File: src/rtl/tps_pkg.sv
package tps_pkg;
   typedef enum logic [2:0] {
      PH_FREE = 3'd0,
      PH_ARB  = 3'd1,
      PH_SEL  = 3'd2,
      PH_CMD  = 3'd3,
      PH_DIN  = 3'd4,
      PH_DOUT = 3'd5,
      PH_STAT = 3'd6,
      PH_MSGI = 3'd7
   } phase_e;

   localparam logic [1:0] REQ_DIN  = 2'd0;
   localparam logic [1:0] REQ_DOUT = 2'd1;
   localparam logic [1:0] REQ_STAT = 2'd2;
endpackage

File: src/rtl/tps_id_pick.sv
module tps_id_pick #(
   parameter int DATA_W = 8,
   localparam int IDW = $clog2(DATA_W)
) (
   input  logic [DATA_W-1:0] vec_i,
   output logic              hit_o,
   output logic [IDW-1:0]    idx_o
);
   logic [DATA_W-1:0] first;

   genvar g;
   generate
      for (g = 0; g < DATA_W; g++) begin : g_first
         if (g == 0) begin : g_lsb
            assign first[g] = vec_i[0];
         end else begin : g_upper
            assign first[g] = vec_i[g] & ~(|vec_i[g-1:0]);
         end
      end
   endgenerate

   always_comb begin
      idx_o = '0;
      for (int i = 0; i < DATA_W; i++) begin
         if (first[i]) idx_o = idx_o | IDW'(i);
      end
   end

   assign hit_o = |vec_i;
endmodule

File: src/rtl/tps_phase_lines.sv
module tps_phase_lines
   import tps_pkg::*;
#(
   parameter int DATA_W = 8
) (
   input  phase_e            ph_i,
   input  logic [DATA_W-1:0] stat_i,
   output logic              msg_o,
   output logic              cd_o,
   output logic              io_o,
   output logic [DATA_W-1:0] data_o
);
   always_comb begin
      {msg_o, cd_o, io_o} = 3'b000;
      data_o = '0;
      unique case (ph_i)
         PH_CMD:  {msg_o, cd_o, io_o} = 3'b010;
         PH_DIN:  {msg_o, cd_o, io_o} = 3'b001;
         PH_DOUT: {msg_o, cd_o, io_o} = 3'b000;
         PH_STAT: begin
            {msg_o, cd_o, io_o} = 3'b011;
            data_o = stat_i;
         end
         PH_MSGI: {msg_o, cd_o, io_o} = 3'b111;
         default: {msg_o, cd_o, io_o} = 3'b000;
      endcase
   end
endmodule

File: src/rtl/tgt_phase_seq.sv
module tgt_phase_seq
   import tps_pkg::*;
#(
   parameter int DATA_W  = 8,
   parameter int NUM_IDS = 8,
   localparam int IDW = $clog2(DATA_W)
) (
   input  logic               clk,
   input  logic               rst_n,
   input  logic               bus_rst_i,
   input  logic               arb_start_i,
   input  logic               sel_i,
   input  logic               data_drv_i,
   input  logic [DATA_W-1:0]  data_i,
   input  logic               ack_i,
   input  logic [NUM_IDS-1:0] dev_present_i,
   input  logic               ph_req_vld_i,
   input  logic [1:0]         ph_req_i,
   input  logic [DATA_W-1:0]  status_i,
   output logic               bsy_o,
   output logic               req_o,
   output logic               msg_o,
   output logic               cd_o,
   output logic               io_o,
   output logic               drq_o,
   output logic               sel_err_o,
   output logic [IDW-1:0]     tgt_id_o,
   output logic [2:0]         phase_o,
   output logic [DATA_W-1:0]  data_o
);
   generate
      if (DATA_W < 2) begin : g_bad_width
         $error("DATA_W must be at least 2");
      end
      if (NUM_IDS < 1 || NUM_IDS > DATA_W) begin : g_bad_ids
         $error("NUM_IDS must lie in 1..DATA_W");
      end
   endgenerate

   phase_e            ph_q, ph_n, go_ph;
   logic              bsy_q, bsy_n, req_q, req_n, drq_q, drq_n, err_q, err_n;
   logic              taken_q, taken_n, go;
   logic [IDW-1:0]    id_q, id_n, pick_idx;
   logic [DATA_W-1:0] stat_q, stat_n;
   logic              pick_hit, pres;

   tps_id_pick #(.DATA_W(DATA_W)) u_pick (
      .vec_i (data_i),
      .hit_o (pick_hit),
      .idx_o (pick_idx)
   );

   always_comb begin
      pres = 1'b0;
      for (int i = 0; i < NUM_IDS; i++) begin
         if (pick_idx == IDW'(i)) pres = dev_present_i[i];
      end
   end

   always_comb begin
      ph_n    = ph_q;
      bsy_n   = bsy_q;
      req_n   = req_q;
      id_n    = id_q;
      stat_n  = stat_q;
      taken_n = taken_q;
      drq_n   = 1'b0;
      err_n   = 1'b0;
      go      = 1'b0;
      go_ph   = ph_q;
      if (ph_q inside {PH_CMD, PH_DIN, PH_DOUT, PH_STAT, PH_MSGI}) req_n = !ack_i;
      unique case (ph_q)
         PH_FREE, PH_ARB: begin
            if (sel_i && data_drv_i) begin
               if (!pick_hit) begin
                  err_n = 1'b1;
                  ph_n  = PH_FREE;
               end else if (!pres) begin
                  ph_n = PH_FREE;
               end else begin
                  ph_n  = PH_SEL;
                  bsy_n = 1'b1;
                  id_n  = pick_idx;
               end
            end else if (ph_q == PH_FREE && arb_start_i) begin
               ph_n = PH_ARB;
            end
         end
         PH_SEL: begin
            if (!sel_i) begin
               go    = 1'b1;
               go_ph = PH_CMD;
            end
         end
         PH_CMD: begin
            if (ph_req_vld_i) begin
               go = (ph_req_i != 2'd3);
               unique case (ph_req_i)
                  REQ_DIN:  go_ph = PH_DIN;
                  REQ_DOUT: go_ph = PH_DOUT;
                  REQ_STAT: go_ph = PH_STAT;
                  default:  go_ph = PH_CMD;
               endcase
            end
         end
         PH_DIN, PH_DOUT: begin
            if (ph_req_vld_i && ph_req_i == REQ_STAT) begin
               go    = 1'b1;
               go_ph = PH_STAT;
            end
         end
         PH_STAT: begin
            if (ack_i && req_q) taken_n = 1'b1;
            if (taken_q && !ack_i) begin
               go    = 1'b1;
               go_ph = PH_MSGI;
            end
         end
         PH_MSGI: begin
            if (!ack_i && !req_q) begin
               ph_n  = PH_FREE;
               bsy_n = 1'b0;
               req_n = 1'b0;
            end
         end
         default: ph_n = PH_FREE;
      endcase
      if (go) begin
         ph_n  = go_ph;
         req_n = 1'b1;
         drq_n = 1'b1;
         if (go_ph == PH_STAT) begin
            stat_n  = status_i;
            taken_n = 1'b0;
         end
      end
   end

   always_ff @(posedge clk or negedge rst_n) begin
      if (!rst_n) begin
         ph_q    <= PH_FREE;
         bsy_q   <= 1'b0;
         req_q   <= 1'b0;
         drq_q   <= 1'b0;
         err_q   <= 1'b0;
         taken_q <= 1'b0;
         id_q    <= '0;
         stat_q  <= '0;
      end else if (bus_rst_i) begin
         ph_q    <= PH_FREE;
         bsy_q   <= 1'b0;
         req_q   <= 1'b0;
         drq_q   <= 1'b0;
         err_q   <= 1'b0;
         taken_q <= 1'b0;
         id_q    <= '0;
         stat_q  <= '0;
      end else begin
         ph_q    <= ph_n;
         bsy_q   <= bsy_n;
         req_q   <= req_n;
         drq_q   <= drq_n;
         err_q   <= err_n;
         taken_q <= taken_n;
         id_q    <= id_n;
         stat_q  <= stat_n;
      end
   end

   tps_phase_lines #(.DATA_W(DATA_W)) u_lines (
      .ph_i   (ph_q),
      .stat_i (stat_q),
      .msg_o  (msg_o),
      .cd_o   (cd_o),
      .io_o   (io_o),
      .data_o (data_o)
   );

   assign bsy_o     = bsy_q;
   assign req_o     = req_q;
   assign drq_o     = drq_q;
   assign sel_err_o = err_q;
   assign tgt_id_o  = id_q;
   assign phase_o   = ph_q;
endmodule

File: config.mk
export PLATFORM = sky130hd
export DESIGN_NAME = tgt_phase_seq
export DESIGN_NICKNAME = d
export VERILOG_FILES = /design/src/rtl/tps_pkg.sv /design/src/rtl/tps_id_pick.sv /design/src/rtl/tps_phase_lines.sv /design/src/rtl/tgt_phase_seq.sv
export SDC_FILE = /design/constraint.sdc
export NUM_CORES = 1
export LEC_CHECK = 0
export BUFFER_PORTS_ARGS = -buffer_cell sky130_fd_sc_hd__buf_2
export CAP_MARGIN = 30
export CELL_PAD_IN_SITES_DETAIL_PLACEMENT = 2
export CELL_PAD_IN_SITES_GLOBAL_PLACEMENT = 2
export CORE_MARGIN = 1
export CORE_UTILIZATION = 27
export DETAILED_ROUTE_END_ITERATION = 12
export PLACE_DENSITY = 0.79
export SLEW_MARGIN = 20
export SYNTH_ARGS = -nofsm -noshare
export SYNTH_HDL_FRONTEND = slang
export SYNTH_SLANG_ARGS = --single-unit
File: constraint.sdc
create_clock -name clk -period 2.3 [get_ports clk]
set_clock_uncertainty 0.1 [all_clocks]
set_input_delay 0.345 -clock clk [delete_from_list [all_inputs] [get_ports clk]]
set_output_delay 0.345 -clock clk [all_outputs]
set_load 0.005 [all_outputs]
# Word-level counts from Yosys, hierarchy flattened
# Cells that the tools add are included.
# word_totals
word_cells	149
inputBits	34
reg_bits	19
out_inout_bits	21
# classes
muxes	68
n_reduce_logical	35
bitwise	14
n_eq_ne	24
# op_table
operator	count
$mux W3	18
$mux W1	37
$mux W8	4
$eq A3 B3 Y1 const B	9
$eq A3 B2 Y1 const B	4
$pmux W3 S4	1
$reduce_bool A2 Y1	6
$ne A3 B3 Y1 const B	3
$pmux W3 S3	1
$reduce_or A3 Y1	3
$mux W2	4
$reduce_or A8 Y1	1
$and A1 B1 Y1	7
$not A1 Y1	7
$reduce_or A7 Y1	1
$eq A3 B1 Y1 const B	2
$logic_and A1 B1 Y1	6
$logic_not A3 Y1	2
$pmux W3 S2	1
$reduce_or A2 Y1	3
$reduce_or A6 Y1	1
$ne A5 B5 Y1 const B	1
$reduce_and A5 Y1	1
$reduce_bool A5 Y1	1
16 further kinds	17

# Depth between registers and ports, before layout
# logic_depth
ltp_word	24
mapped_depth	8
mapped_depth_nobuf	6

# Cells and area by module
# From an unflattened synthesis, not the netlist that was laid out.
# hier_totals
hier_cells	136
hier_area_um2	1251.2
# modules_own_cells
module	instances	cells_per_inst	area_per_inst_um2
tgt_phase_seq	1	107	1069.8
tps_phase_lines	1	15	100.1
tps_id_pick	1	14	81.3

# Least setup slack after synthesis
# OpenSTA, ideal clock, no wires.
# synth_path
kind	flip-flop to flip-flop
from	register ph_q[2], in the netlist phase_o[2]
to	register stat_q[0]
slack_ns	0.291
arrival_ns	1.778
stages_incl_launch_ff	9
path_buffers	2
setup_time_ns	0.132
cell_sequence	dfrtp_1 -> buf_2 -> or2_0 -> a211oi_2 -> a21oi_2 -> or3b_1 -> buf_2 -> mux2i_1 -> nor2_1
# synth_between
elab_chain_cells	6
word_cells_on_any_way	16
classes_between	eq/ne (6); mux (6); reduce/logical (4)
# synth_lines
element	line	text
start, declared	tgt_phase_seq.sv:40	phase_e ph_q, ph_n, go_ph;
start signal, assigned	tgt_phase_seq.sv:159	ph_q <= ph_n;
$eq A3 B3 Y1	tgt_phase_seq.sv:72	unique case (ph_q)
$reduce_or A2 Y1	tgt_phase_seq.sv:72	
$pmux W3 S4	tgt_phase_seq.sv:72	
$eq A3 B3 Y1	tgt_phase_seq.sv:132	if (go_ph == PH_STAT) begin
$reduce_bool A2 Y1 (no source line)	-	
$reduce_and A2 Y1 (no source line) *	-	
end signal, assigned	tgt_phase_seq.sv:166	stat_q <= stat_n;
end, declared	tgt_phase_seq.sv:44	logic [DATA_W-1:0] stat_q, stat_n;
# Every way passes the cells marked *; elsewhere a longest branch is shown, timed or not.
# A chain may end at the register's enable or synchronous reset.

# Worst setup path after layout
# layout_path
from	register ph_q[2], in the netlist phase_o[2]
to	register stat_q[4]
# Same word-level chain as after synthesis.

==> results.json <==
{
  "status": "completed",
  "first_global_vias": 1452,
  "peakVddDrop_v": 0.0001700,
  "fin_nets": 248,
  "cp_max_fo": 11,
  "synth_top_cells_by_area": "dfrtp_1 35%, nor2_1 6.4%, mux2i_1 6.0%",
  "hold_violations": 0,
  "vias": 1387,
  "fin_ws_ns": 0.2216,
  "swShare_pct": 33.74,
  "wire_per_inst_um": 14.78,
  "cts_buffer_depth": 2,
  "die_w_um": 72.52,
  "synth_area_per_cell_um2": 8.662,
  "critPathKind": "reg2reg",
  "cp_slowest_stage_delay_ns": 0.48,
  "internal_power_mw": 0.6034,
  "switching_power_mw": 0.3073,
  "grt_usage_pct": 16.56,
  "grt_pass1_wl_um": 6734,
  "cts_setup_buffers": 0,
  "drt.antenna.violating_nets": 0,
  "hold_end": "stat_q[3]",
  "layoutNonFillerInstCount": 280,
  "setup_viol": 0,
  "maxSlewViolCount": 0,
  "holdWs_ns": 0.2224,
  "drtIter0Drc": 38,
  "synth_largest_area_cell": "dfrtp_1",
  "synth.distinct_cells": 48,
  "synth_flop_cell": "dfrtp_1",
  "dr.pass1.iters": 4,
  "reg2reg_from": "phase_o[2]",
  "min_from": "status_i[3]",
  "power.leakage_nw": 0.8941,
  "setup_tns_ns": 0,
  "synth_edf_count": 0,
  "critPathBufInv": 1,
  "clockPowerShare_pct": 26.1,
  "syn_inst": 155,
  "ios": 55,
  "area_growth_pct": 31.50,
  "min_period_ns": 2.078,
  "path_cells": "or2_0 -> a211oi_2 -> a21oi_2 -> or3b_1 -> buf_4 -> mux2i_1 -> nor2_1",
  "crit_family": "simple AND/OR/NAND/NOR gates",
  "critical_path.startpoint_type": "flip-flop",
  "diodes": 0,
  "cts_resized": 0,
  "power.total_mw": 0.9106,
  "vias_per_cell": 4.954,
  "dp.cells": 275,
  "slew_headroom_pct": 67.56,
  "fmax_mhz": 481.1,
  "sequentialPowerShare_pct": 41.9,
  "synthesis.area_mm2": 0.001343,
  "rows": 25,
  "holdCritPathClass": "in2reg",
  "comb_power_share_pct": 32.0,
  "post-route-drc-count": 0,
  "max_cap_violations": 0,
  "die_h_um": 72.52,
  "drive_above_1_share_pct": 36.62,
  "dp_hpwl_um": 3332,
  "ctsHoldBuffers": 1,
  "whs_path_depth": 3,
  "clk_pin_slew_ns": 0.07,
  "antenna_found_initial": 0,
  "r2r-end": "stat_q[4]",
  "root_buffer": "clkbuf_8",
  "htree_levels": 1,
  "cp_slowest_cell": "dfrtp_1",
  "arrival_ns": 2.12,
  "r2r_cells": 7,
  "yosys-top-cells-count": "23 x nor2_1, 19 x dfrtp_1, 11 x and2_1, 11 x nand2_1, 9 x inv_1",
  "rrSetupSlack_ns": 0.22,
  "synth_top_area_share_pct": 35.41,
  "preCtsSetupSlack_ns": 0.04143,
  "clock_latency_ns": 0.26,
  "finalCritPeriodShare_pct": 90.37,
  "tritoncts": "yes",
  "pwr_density_cell_mw_per_mm2": 515.8,
  "yosysMostFrequentCell": "nor2_1",
  "async_flop_share_pct": 100.0,
  "portBuffers": 54,
  "ys_seq_area_share_pct": 35.41,
  "gp_congestion": 0.7185,
  "grt_max_degree": 20,
  "wl_um": 4138,
  "yosysWarnings": 0,
  "cts.sinks": 19,
  "end_kind": "flip-flop",
  "dieArea_mm2": 0.005258,
  "crit_required_ns": 2.34,
  "tightest_slew_ns": 0.4798,
  "ys_ff_latch": 19,
  "core_mm2": 0.004755,
  "numCtsBuffers": 3,
  "rsz0062_at_grt": "false",
  "initial_utilization_pct": 28.24,
  "grt_overflow": 0,
  "synth_nets": 189
}
[flip-flops by register name (all words and copies together) (netlist names)]
signal and count:
sel_err_o 1, tgt_id_o 3, taken_q 1, stat_q 8, drq_o 1, req_o 1
bsy_o 1, phase_o 3
[worst max-delay path by stage]
stage / startpoint / end / slack, ns / cells after the start
6_report: phase_o[2] / stat_q[4] / 0.22 / 7
5_1_grt: phase_o[2] / stat_q[4] / 0.08 / 7
4_1_cts: phase_o[2] / stat_q[4] / 0.19 / 7
3_5_place_dp: data_i[4] / tgt_id_o[2] / 0.04 / 7
3_3_place_gp: data_i[4] / tgt_id_o[2] / 0.11 / 7
2_1_floorplan: phase_o[2] / stat_q[0] / 0.29 / 8
[metal layers]
layer,up-vias,share of wire [%],track usage [%]
met4,0,1.1,5.882
met3,4,2.3,1.528
met5,-,0,0
met1,672,46,20.36
li1,683,-,-
met2,28,50,30.01
[cell families (layout without fill, tap and decap cells)]
group / Yosys count / in the layout / synth area share [%]
AO/OA/AOI/OAI: 39 / 39 / 23.11
buffers and inverters: 17 / 75 / 5.218
flip-flops: 19 / 19 / 35.42
multiplexers: 9 / 9 / 6.804
AND/OR/NAND/NOR: 71 / 71 / 29.45
[area by class of cell]
cell class,instances,area (µm²)
Sequential cell,19,475.5
Inverter,10,37.54
Timing Repair Buffer,61,325.3
Clock buffer,3,41.29
Multi-Input combinational cell,119,797.0
Fill cell,577,2989
Clock inverter,1,5.005
Tap cell,67,83.83
[worst register-to-register path, cell delays in order, from the launching register on]
cell      delay [ns]
dfrtp_1         0.48
or2_0           0.27
a211oi_2        0.25
a21oi_2         0.06
or3b_1          0.35
buf_4           0.20
mux2i_1         0.19
nor2_1          0.06
[metrics by stage]
stage,utilization [%],instance area [µm²]
2_1_floorplan,-,1343
3_3_place_gp,35.95,1709
3_5_place_dp,35.95,1709
4_1_cts,37.13,1765
5_1_grt,37.13,1765
6_report,37.13,1765
[placed cells by master (no fill, tap or decap), types with 4 or more instances in the layout]
cell	n
o21ai_0	5
inv_1	9
nand3b_1	4
nor3_1	4
nor2_1	23
a31oi_1	4
buf_2	54
nand2_1	11
mux2i_1	8
dfrtp_1	19
a21oi_1	6
and2_1	11
buf_4	6
[power by group through the flow]
stage	clock network [mW]	logic [mW]	registers, mW
3_3_place_gp	0	0.284	0.390
6_report	0.238	0.291	0.381
3_5_place_dp	0	0.292	0.390
2_1_floorplan	0	0.167	0.381
4_1_cts	0.247	0.295	0.383
5_1_grt	0.269	0.321	0.388
Note: power is estimated with default switching activity, not from simulation.
